### src/rtl/nibdec_pkg.sv
`timescale 1ns/1ps
package nibdec_pkg;

  localparam int FN_W   = 4;
  localparam int NIB_W  = 4;
  localparam int BYTE_W = FN_W + NIB_W;

  localparam logic [FN_W-1:0] FN_POS_PREFIX = 4'h2;
  localparam logic [FN_W-1:0] FN_NEG_PREFIX = 4'h6;
  localparam logic [FN_W-1:0] FN_OPERATE    = 4'hF;

  typedef enum logic [1:0] {
    BK_PLAIN   = 2'd0,
    BK_POS_PFX = 2'd1,
    BK_NEG_PFX = 2'd2
  } byte_kind_e;

  // Secondary operations that the execution side implements.
  function automatic logic sec_supported(input logic [7:0] code);
    return code inside {
      [8'h00:8'h10], 8'h13, 8'h16, [8'h19:8'h1B], 8'h1D,
      [8'h1F:8'h28], [8'h2B:8'h2C], [8'h2E:8'h33], [8'h35:8'h39],
      [8'h3B:8'h3C], 8'h3E, [8'h40:8'h4F], [8'h51:8'h53],
      [8'h55:8'h56], 8'h72, 8'h79, [8'hAD:8'hAE], [8'hB0:8'hB3]
    };
  endfunction

endpackage

### src/rtl/nibdec_split.sv
`timescale 1ns/1ps
module nibdec_split
  import nibdec_pkg::*;
(
  input  logic [BYTE_W-1:0] byte_in,
  output logic [FN_W-1:0]   func,
  output logic [NIB_W-1:0]  nib,
  output byte_kind_e        kind
);
  assign func = byte_in[BYTE_W-1:NIB_W];
  assign nib  = byte_in[NIB_W-1:0];

  always_comb begin
    unique case (func)
      FN_POS_PREFIX: kind = BK_POS_PFX;
      FN_NEG_PREFIX: kind = BK_NEG_PFX;
      default:       kind = BK_PLAIN;
    endcase
  end
endmodule

### src/rtl/nibdec_accum.sv
`timescale 1ns/1ps
module nibdec_accum
  import nibdec_pkg::*;
#(
  parameter int OPND_W = 32
) (
  input  logic              clk,
  input  logic              rst,
  input  logic              step,
  input  byte_kind_e        kind,
  input  logic [NIB_W-1:0]  nib,
  output logic [OPND_W-1:0] merged
);
  localparam int PAD_W = OPND_W - NIB_W;

  logic [OPND_W-1:0] acc_q;
  logic [OPND_W-1:0] acc_d;

  assign merged = acc_q | {{PAD_W{1'b0}}, nib};

  always_comb begin
    unique case (kind)
      BK_POS_PFX: acc_d = merged << NIB_W;
      BK_NEG_PFX: acc_d = (~merged) << NIB_W;
      default:    acc_d = '0;
    endcase
  end

  always_ff @(posedge clk) begin
    if (rst)       acc_q <= '0;
    else if (step) acc_q <= acc_d;
  end
endmodule

### src/rtl/nibdec_classify.sv
`timescale 1ns/1ps
module nibdec_classify
  import nibdec_pkg::*;
#(
  parameter int OPND_W = 32,
  parameter int SEC_W  = 8
) (
  input  logic [FN_W-1:0]   func,
  input  logic [OPND_W-1:0] operand,
  output logic              is_opr,
  output logic [SEC_W-1:0]  sec_code,
  output logic              sec_illegal
);
  logic too_wide;
  logic [7:0] code8;

  generate
    if (OPND_W > SEC_W) begin : g_wide
      assign too_wide = |operand[OPND_W-1:SEC_W];
    end else begin : g_narrow
      assign too_wide = 1'b0;
    end
    if (SEC_W >= 8) begin : g_code_full
      assign code8 = operand[7:0];
    end else begin : g_code_part
      assign code8 = {{(8-SEC_W){1'b0}}, operand[SEC_W-1:0]};
    end
  endgenerate

  assign is_opr      = (func == FN_OPERATE);
  assign sec_code    = is_opr ? operand[SEC_W-1:0] : '0;
  assign sec_illegal = is_opr && (too_wide || !sec_supported(code8));
endmodule

### src/rtl/nibdec_outreg.sv
`timescale 1ns/1ps
module nibdec_outreg #(
  parameter int REC_W = 46
) (
  input  logic             clk,
  input  logic             rst,
  input  logic             load,
  input  logic [REC_W-1:0] rec_d,
  input  logic             out_ready,
  output logic             out_valid,
  output logic [REC_W-1:0] rec_q,
  output logic             can_take
);
  assign can_take = !out_valid || out_ready;

  always_ff @(posedge clk) begin
    if (rst) begin
      out_valid <= 1'b0;
      rec_q     <= '0;
    end else if (load) begin
      out_valid <= 1'b1;
      rec_q     <= rec_d;
    end else if (out_ready) begin
      out_valid <= 1'b0;
    end
  end
endmodule

### src/rtl/nib_prefix_decoder.sv
`timescale 1ns/1ps
module nib_prefix_decoder
  import nibdec_pkg::*;
#(
  parameter int OPND_W = 32,
  parameter int SEC_W  = 8
) (
  input  logic              clk,
  input  logic              rst,
  input  logic              in_valid,
  output logic              in_ready,
  input  logic [7:0]        in_byte,
  output logic              out_valid,
  input  logic              out_ready,
  output logic [3:0]        out_func,
  output logic [OPND_W-1:0] out_operand,
  output logic              out_is_opr,
  output logic [SEC_W-1:0]  out_sec_code,
  output logic              out_sec_illegal
);
  localparam int REC_W = FN_W + OPND_W + 1 + SEC_W + 1;

  logic [FN_W-1:0]   func;
  logic [NIB_W-1:0]  nib;
  byte_kind_e        kind;
  logic [OPND_W-1:0] merged;
  logic              is_opr;
  logic [SEC_W-1:0]  sec_code;
  logic              sec_illegal;
  logic              fire;
  logic              emit;
  logic [REC_W-1:0]  rec_d;
  logic [REC_W-1:0]  rec_q;

  nibdec_split u_split (
    .byte_in (in_byte),
    .func    (func),
    .nib     (nib),
    .kind    (kind)
  );

  assign fire = in_valid && in_ready;
  assign emit = fire && (kind == BK_PLAIN);

  nibdec_accum #(.OPND_W(OPND_W)) u_accum (
    .clk    (clk),
    .rst    (rst),
    .step   (fire),
    .kind   (kind),
    .nib    (nib),
    .merged (merged)
  );

  nibdec_classify #(.OPND_W(OPND_W), .SEC_W(SEC_W)) u_class (
    .func        (func),
    .operand     (merged),
    .is_opr      (is_opr),
    .sec_code    (sec_code),
    .sec_illegal (sec_illegal)
  );

  assign rec_d = {func, merged, is_opr, sec_code, sec_illegal};

  nibdec_outreg #(.REC_W(REC_W)) u_out (
    .clk       (clk),
    .rst       (rst),
    .load      (emit),
    .rec_d     (rec_d),
    .out_ready (out_ready),
    .out_valid (out_valid),
    .rec_q     (rec_q),
    .can_take  (in_ready)
  );

  assign {out_func, out_operand, out_is_opr, out_sec_code, out_sec_illegal} = rec_q;
endmodule

### config.mk
export PLATFORM = sky130hd
export DESIGN_NAME = nib_prefix_decoder
export DESIGN_NICKNAME = d
export VERILOG_FILES = /design/src/rtl/nibdec_pkg.sv /design/src/rtl/nibdec_split.sv /design/src/rtl/nibdec_accum.sv /design/src/rtl/nibdec_classify.sv /design/src/rtl/nibdec_outreg.sv /design/src/rtl/nib_prefix_decoder.sv
export SDC_FILE = /design/constraint.sdc
export NUM_CORES = 1
export LEC_CHECK = 0
export ABC_AREA = 1
export BUFFER_PORTS_ARGS = -buffer_cell sky130_fd_sc_hd__clkbuf_2
export CORE_MARGIN = 4
export CORE_UTILIZATION = 50
export CTS_BUF_LIST = sky130_fd_sc_hd__clkbuf_8
export DETAILED_ROUTE_END_ITERATION = 8
export GPL_ROUTABILITY_DRIVEN = 0
export PLACE_DENSITY_LB_ADDON = 0.25
export SYNTH_ARGS = -nofsm -noshare
export SYNTH_HDL_FRONTEND = slang
export SYNTH_SLANG_ARGS = --single-unit
### constraint.sdc
create_clock -name clk -period 3.21 [get_ports clk]
set_clock_uncertainty 0.1 [all_clocks]
set_input_delay 0.642 -clock clk [delete_from_list [all_inputs] [get_ports clk]]
set_output_delay 0.642 -clock clk [all_outputs]
set_load 0.01 [all_outputs]
==> metrics.cfg, run 1 <==
[global_route]
antenna_found_initial = 0
grt_max_degree = 65
grt_util_all_layers = 0.205
grt_first_pass_wirelength_um = 14200
grt-ovfl-total = 0
grt_pass1_vias = 2956

[pwr]
irDropWorstVdd_mv = 0.270
powerDensity_mw_per_mm2 = 526
static-leakage-power_uw = 0.00194

[timing]
rsz0062_at_grt = no
period_share = 0.657
tightest_slew_ns = 0.805
fmax_ghz = 0.474
period_needed_ns = 2.11
finalSetupViolCount = 0
slew_headroom = 0.460
slew_viol_final = 0
finalHoldViolations = 0
fin_setup_tns_ns = 0

[worst_setup_path]
r2r_setup_slack_ns = 1.46
crit_chain = clkbuf_2 -> clkinv_1 -> buf_12 -> o21ai_1 -> a21oi_1
worstSetupStartpointType = input pin
critPathKind = in -> reg
slowest_delay_ns = 0.71
path_delay_family = buffers and inverters
crit_path_end_kind = register
r2r_end = u_out.rec_q[0]$_SDFFE_PP0P_
cp.required_ns = 3.32
crit_slowest_cell = clkinv_1
cp_num_buf_inv = 3
reg2reg_depth = 12
worstPathArrival_ns = 2.23
worstReg2RegStart = u_accum.acc_q[4]$_SDFFE_PP0P_
critPathMaxFanout = 35

[place]
placed_area_mm2 = 0.00391
dp_cells = 637
hpwl_um = 5740
port-buffer-count = 59

[synth]
yosys.area.top_type = dfxtp_1
yosys_warnings = 0
synth.ff_latch_count = 75
synth_nets = 521
synth.distinct_cells = 26
synthAdderAreaFrac = 0
syn_area_per_cell_um2 = 7.14
syn-cell-area_mm2 = 0.00363
synth_top_area_share = 0.413
synth_top_family_by_area = simple AND/OR/NAND/NOR gates
synth_xor_area_frac = 0
synth-simple-area-share = 0.277
synth_area_leaders = dfxtp_1 41%, nand2_1 13%, a21oi_1 6.2%
ys_seq_area_frac = 0.413
synthMuxAreaShare = 0
synth_compound_gate_area_share = 0.184
syn_inst = 509

[floorplan]
num_rows = 30
die_area_mm2 = 0.00869
start_util = 0.526
die_h_um = 93.2
die_width_um = 93.2
ios = 60
core_area_mm2 = 0.00691

[layout]
fin_area_mm2 = 0.00414
drive_above_1_share = 0.219
area_growth_pct = 14.0
instances_no_fill = 652
antenna_cells = 0
fin_nets = 564

[cts]
tritoncts = done
root_buffer = clkbuf_8
h-tree-depth = 3
cts.clk_slew.worst_paths_ns = 0.08
cts_buffers = 9
cts_setup_buffers = 0
cts_resized = 0
clkLatencyLatePin_ns = 0.34
cts_sinks = 75
holdBufCountCts = 0
clockBufferDepth = 2

[min_path]
min-delay-start = u_out.rec_q[45]$_SDFFE_PP0P_
min_to = u_out.rec_q[45]$_SDFFE_PP0P_
min_path_cells = 2
hp-class = reg -> reg

[drt]
avgRoutedWirePerCell_um = 13.2
ant_nets = 0
vias_per_cell = 5.18
dr.pass1.iters = 5
wl_um = 8640
drt_iter0_markers = 246
vias = 3377
drc_errors = 0

[flow_run]
maxCapViolCount = 0

[status]
status = finished clean

-- worst max path at each step --
stage	start	to	slack, ns	cells after the start
global route	rst	u_out.rec_q[22]$_SDFFE_PP0P_	0.95	5
finish	rst	u_out.rec_q[29]$_SDFFE_PP0P_	1.10	5
global placement	rst	u_accum.acc_q[12]$_SDFFE_PP0P_	0.83	5
CTS	rst	u_out.rec_q[29]$_SDFFE_PP0P_	1.12	5
detailed placement	rst	u_out.rec_q[29]$_SDFFE_PP0P_	0.76	5
floorplan	out_ready	u_out.rec_q[9]$_SDFFE_PP0P_	1.40	9
-- layout make-up --
type                            count  area [um2]
Fill cell                         671        2770
Multi-Input combinational cell    332        1680
Sequential cell                    75        1500
Timing Repair Buffer               64         345
Inverter                           70         263
Clock buffer                       11         151
Tap cell                           96         120
Clock inverter                      4        73.8
-- metal layers --
layer,wire [um],global-route usage,vias to the layer above
li1,-,-,1736
met1,4290,0.298,1525
met2,3750,0.300,105
met3,491,0.0386,11
met4,109,0.0794,0
met5,0,0,-
-- where the power goes --
group          internal [uW]  switching (uW)  leakage, uW
sequential               992            53.5     0.000617
combinational            114             204      0.00121
clock                    476             338     0.000115
total                   1580             596      0.00194
-- placed cells by master (no fill, tap or decap), types with 2 or more instances in the layout --
cell type	instances
nand2_1	129
dfxtp_1	75
clkbuf_2	59
inv_1	53
a21oi_1	44
nor2_1	36
nand3_1	30
o21ai_1	27
o211ai_1	19
inv_2	16
clkbuf_8	11
o21ai_0	9
nand3_2	9
o211ai_2	9
nor4_1	6
buf_4	4
nor2_2	3
nor3_1	2
nor4_4	2
nand2_2	2
bufinv_16	2
-- stage by stage --
step	worst slack [ns]	total power, uW	hold WS [ns]	utilization
final	1.10	2180	0.364	0.599
after global routing	0.954	2290	0.394	0.599
after CTS	1.12	2190	0.367	0.599
after detailed placement	0.764	1380	0.356	0.567
after global placement	0.831	1370	0.353	0.567
after floorplan	1.40	1290	0.370	-
-- cell usage after synthesis --
cell / count
a211oi_1: 1
a21oi_1: 45
nor2_2: 3
nand2_1: 129
nand3_1: 30
and2_1: 1
nor4_1: 6
o211ai_1: 19
dfxtp_1: 75
nand2_2: 2
o21ai_1: 27
buf_6: 4
buf_4: 7
clkbuf_1: 6
o21ai_0: 9
nor3_1: 2
nand3_2: 9
buf_2: 15
o211ai_2: 9
nor2_4: 1
nor4_4: 2
inv_2: 16
inv_1: 53
nor2_1: 36
nand4_1: 1
clkinv_1: 1
-- worst min-delay path: cells and delay by family, from the launching register on --
| kind | cells | cell delay [ns] |
|---|---|---|
| DFF | 1 | 0.31 |
| and+or+nand+nor | 1 | 0.06 |
| AOI/OAI and AO/OA | 1 | 0.05 |
-- registers in the layout, indices dropped and copies added (netlist names) --
name	cells
u_out.rec_q	46
u_out.out_valid	1
u_accum.acc_q	28
-- logic make-up after synthesis --
kind of cell	Yosys count
buffers and inverters	102
AOI/OAI and AO/OA	110
and+or+nand+nor	222
DFF	75
(Power assumes the default switching activity.)
==> inputs of run 2 (changes only) <==
- clock period: 3.21 -> 2 ns (I/O delays scaled with it)
==> run 2 against run 1 <==
  * Flip-flop and latch count did not move
  * Clock-buffer cell count decreased by 2
  * Combinational power grew 65%
  * Register-to-register slack lost 1.2 ns
  * Hold slack worse by 0.12 ns
  * Non-clock buffer count rose by 1
  * Clock power is 45% higher
  * Global-route usage increased by 0.29 points
  * Critical endpoint is now u_out.rec_q[0]$_SDFFE_PP0P_
  * Highest routed layer unchanged
==> metrics.cfg, run 2 (synthesized netlist as in run 1, its figures left out) <==
[status]
status = finished clean

[global_route]
grt_util_all_layers = 0.208
antenna_found_initial = 0
grt_pass1_vias = 3097
grt_first_pass_wirelength_um = 14600
grt_max_degree = 63
grt-ovfl-total = 0

[timing]
slew_headroom = 0.724
whs_ns = 0.247
fin_setup_tns_ns = 0
finalHoldViolations = 0
period_needed_ns = 1.77
rsz0062_at_grt = no
tightest_slew_ns = 0.414
fmax_ghz = 0.565
period_share = 0.885
slew_viol_final = 0
finalSetupViolCount = 0

[cts]
cts_sinks = 75
cts_buffers = 9
root_buffer = clkbuf_8
clkLatencyLatePin_ns = 0.35
cts_setup_buffers = 0
clockBufferDepth = 2
tritoncts = done
holdBufCountCts = 0
h-tree-depth = 3
cts.clk_slew.worst_paths_ns = 0.08
cts_resized = 0

[drt]
dr.pass1.iters = 5
vias = 3335
vias_per_cell = 5.10
drc_errors = 0
drt_iter0_markers = 212
ant_nets = 0
wl_um = 8560
avgRoutedWirePerCell_um = 13.1

[min_path]
hp-class = in -> reg
min-delay-start = out_ready
min_path_cells = 4

[layout]
layout_common_cells = 129 x nand2_1, 75 x dfxtp_1, 59 x clkbuf_2
antenna_cells = 0
multiInputGateArea_mm2 = 0.00168
max_flop_register = u_out.rec_q
area_growth_pct = 14.5
final_core_util = 0.602
instances_no_fill = 654
largest_reg_flops = 46
seq_area_mm2 = 0.00150
fill_cells = 676
reg.largest.list = u_out.rec_q: 46 flops, u_accum.acc_q: 28 flops, u_out.out_valid: 1 flops
drive_above_1_share = 0.222
final_common_cell = nand2_1
fin_nets = 565

[worst_setup_path]
critPathKind = reg -> reg
worstReg2RegStart = u_accum.acc_q[5]$_SDFFE_PP0P_
worstPathArrival_ns = 1.95
reg2reg_depth = 12
crit_path_end_kind = register
cp.required_ns = 2.18
crit_start = u_accum.acc_q[5]$_SDFFE_PP0P_
critPathMaxFanout = 9
r2r_setup_slack_ns = 0.23
worstSetupStartpointType = register

[floorplan]
core_area_mm2 = 0.00691
num_rows = 30
die_h_um = 93.2
die_area_mm2 = 0.00869
start_util = 0.526
die_width_um = 93.2
ios = 60

[place]
port-buffer-count = 59
dp_cells = 638
hpwl_um = 5890

[flow_run]
maxCapViolCount = 0

[pwr]
static-leakage-power_uw = 0.00194
irDropWorstVdd_mv = 0.471
powerDensity_mw_per_mm2 = 813
finalPower_uw = 3380

## run 2: cell count changes in the layout (fill, tap and decap cells not counted), sizes merged
| cell | previous run | this run |
|---|---|---|
| clkinv | 3 | 4 |
| inv | 69 | 71 |
| clkbuf | 70 | 68 |
| buf | 5 | 6 |
| bufinv | 2 | 1 |
| clkinvlp | 0 | 1 |
## run 2: area by class of cell
class	count	area share
multi-input cells	332	0.405
clock inverters	7	0.0184
clock buffers	9	0.0298
flip-flops and latches	75	0.361
well taps	96	0.0289
inverters	70	0.0632
repair buffers	65	0.0939
## run 2: final timing paths
| kind | endpoint |
|---|---|
| setup / recovery | u_out.rec_q[0]$_SDFFE_PP0P_ |
| hold / removal | u_out.out_valid$_SDFFE_PP0P_ |
| setup reg to reg | u_out.rec_q[0]$_SDFFE_PP0P_ |
| hold reg to reg | u_out.rec_q[3]$_SDFFE_PP0P_ |
## run 2: metal layers
layer  share of wire  up-vias  GRT usage
li1                -     1738          -
met1            0.51     1490      0.301
met2            0.43       98      0.305
met3           0.054        9     0.0475
met4          0.0086        0     0.0672
met5               0        -          0
## run 2: worst max-delay path, stage by stage, from the launching register on
cell and delay [ns]:
dfxtp_1 0.55, inv_2 0.15, nor2_2 0.18, nand2_1 0.07, nand2_1 0.07, nand2_1 0.05
nand2_1 0.05, nand2_1 0.05, nor2_1 0.10, nand3_1 0.08, nand2_1 0.09, nand2_1 0.05
a21oi_1 0.12
## run 2: through the flow
step | setup slack, ns | cell area, um2
after floorplan | 0.437 | 3630
after global placement | 0.184 | 3960
after detailed placement | 0.180 | 3960
after CTS | 0.249 | 4160
after global routing | 0.0335 | 4160
final | 0.229 | 4160
## run 2: where the power goes
part	switching [uW]	internal (uW)	total [uW]
clock	594	587	1180
combinational	331	194	525
sequential	84.3	1590	1680
==> inputs of run 3 (changes only) <==
- TNS_END_PERCENT: unset -> 10
- clock period: 2 -> 1.47 ns (I/O delays scaled with it)
==> run 3 against run 2 <==
  * The flow now finishes with violations (setup timing)
  * Fmax grew 20%
  * Worst setup slack lost 0.24 ns
  * Register-to-register slack got worse by 0.24 ns
  * Hold slack lost 0.095 ns
  * Sequential power increased by 36%
  * Combinational power up 59%
  * Sequential share of layout area decreased by 2.7 points
  * Largest cell class unchanged
==> metrics.cfg, run 3 (synthesized netlist as in run 1, its figures left out) <==
[timing]
period_share = 1.01
whs_ns = 0.152
fmax_ghz = 0.677
finalHoldViolations = 0
period_needed_ns = 1.48
slew_viol_final = 0
fin_setup_tns_ns = -0.00809
finalSetupViolCount = 1
slew_headroom = 0.788
rsz0062_at_grt = yes
setup_slack_ns = -0.00809
tightest_slew_ns = 0.315

[min_path]
hp-class = in -> reg

[drt]
dr.pass1.iters = 4
vias_per_cell = 5.16
drt_iter0_markers = 252
drc_errors = 0
wl_um = 8970
avgRoutedWirePerCell_um = 13.1
ant_nets = 0
vias = 3539

[pwr]
finalPower_uw = 4890
irDropWorstVdd_mv = 0.659
static-leakage-power_uw = 0.00215
powerDensity_mw_per_mm2 = 1080

[place]
port-buffer-count = 59
hpwl_um = 6330

[layout]
drive_above_1_share = 0.286
fin_nets = 597
antenna_cells = 0
final_common_cell = nand2_1
fill_cells = 642
reg.largest.list = u_out.rec_q: 46 flops, u_accum.acc_q: 28 flops, u_out.out_valid: 1 flops
max_flop_register = u_out.rec_q
area_growth_pct = 24.9
layout_common_cells = 123 x nand2_1, 71 x dfxtp_1, 59 x clkbuf_2
largest_reg_flops = 46

[flow_run]
maxCapViolCount = 0

[floorplan]
core_area_mm2 = 0.00691
num_rows = 30
die_area_mm2 = 0.00869
ios = 60
start_util = 0.526
die_h_um = 93.2
die_width_um = 93.2

[worst_setup_path]
path_delay_family = simple AND/OR/NAND/NOR gates
cp.required_ns = 1.60
crit_chain = nor2_4 -> inv_2 -> nor2_1 -> inv_1 -> nor2_1 -> nor2_1 -> nand3_1 -> nand2_1 -> nand2_1 -> a21oi_2
crit_path_end_kind = register
slowest_delay_ns = 0.38
worstSetupStartpointType = register
crit_slowest_cell = dfxtp_4
cp_num_buf_inv = 2
worstPathArrival_ns = 1.61
critPathMaxFanout = 7
crit_path_frequent_cell = nor2_1
critPathKind = reg -> reg

[cts]
clkLatencyLatePin_ns = 0.34
cts_sinks = 75
cts_setup_buffers = 0
h-tree-depth = 3
clockBufferDepth = 2
cts.clk_slew.worst_paths_ns = 0.08
tritoncts = done
root_buffer = clkbuf_8
holdBufCountCts = 0
cts_buffers = 9

[global_route]
grt_util_all_layers = 0.217
grt_pass1_vias = 3270
antenna_found_initial = 0
grt-ovfl-total = 0
grt_max_degree = 63
grt_first_pass_wirelength_um = 15200

[status]
violations = setup timing
status = complete, but fails checks

run 3: worst min-delay path, stage by stage:
cell	delay, ns
clkbuf_2	0.07
inv_1	0.04
nand2_2	0.07
a21oi_1	0.07
run 3: per-layer routing:
metal,routed length [um],global-route usage,part of all wire
met1,4310,0.306,0.48
met2,3970,0.321,0.44
met3,481,0.0418,0.054
met4,216,0.0928,0.024
met5,0,0,0
run 3: layout make-up:
type / instances / area [um2] / area share
multi-input cells: 332 / 1720 / 0.379
inverters: 70 / 263 / 0.0579
well taps: 96 / 120 / 0.0265
clock buffers: 10 / 138 / 0.0303
repair buffers: 97 / 693 / 0.153
flip-flops and latches: 75 / 1510 / 0.334
clock inverters: 6 / 90.1 / 0.0199
run 3: power by group:
group          total (uW)  internal [uW]  switching, uW
clock                1780           1010            773
sequential           2280           2160            111
combinational         834            351            483
run 3: repair_timing:
action                                  4_1_cts  5_1_grt
pin swaps                                     0        3
gates cloned                                  0        0
gates resized for setup                       6       11
endpoints found under the setup margin        1       18
run 3: final timing paths:
| kind | startpoint | endpoint | slack, ns | depth (start not counted) |
|---|---|---|---|---|
| worst min-delay path | out_ready | u_out.out_valid$_SDFFE_PP0P_ | 0.15 | 4 |
| worst max register to register | u_accum.acc_q[7]$_SDFFE_PP0P_ | u_out.rec_q[0]$_SDFFE_PP0P_ | -0.008 | 10 |
| worst min register to register | u_out.rec_q[3]$_SDFFE_PP0P_ | u_out.rec_q[3]$_SDFFE_PP0P_ | 0.37 | 2 |
| worst max-delay path | u_accum.acc_q[7]$_SDFFE_PP0P_ | u_out.rec_q[0]$_SDFFE_PP0P_ | -0.008 | 10 |
run 3: through the flow:
step	worst slack [ns]	cell area [um2]	util	cells
floorplan	0.0271	3630	-	509
global placement	-0.0963	4260	0.617	670
detailed placement	-0.116	4260	0.617	670
CTS	0.0210	4500	0.652	686
global route	-0.129	4540	0.657	686
finish	-0.00809	4540	0.657	686
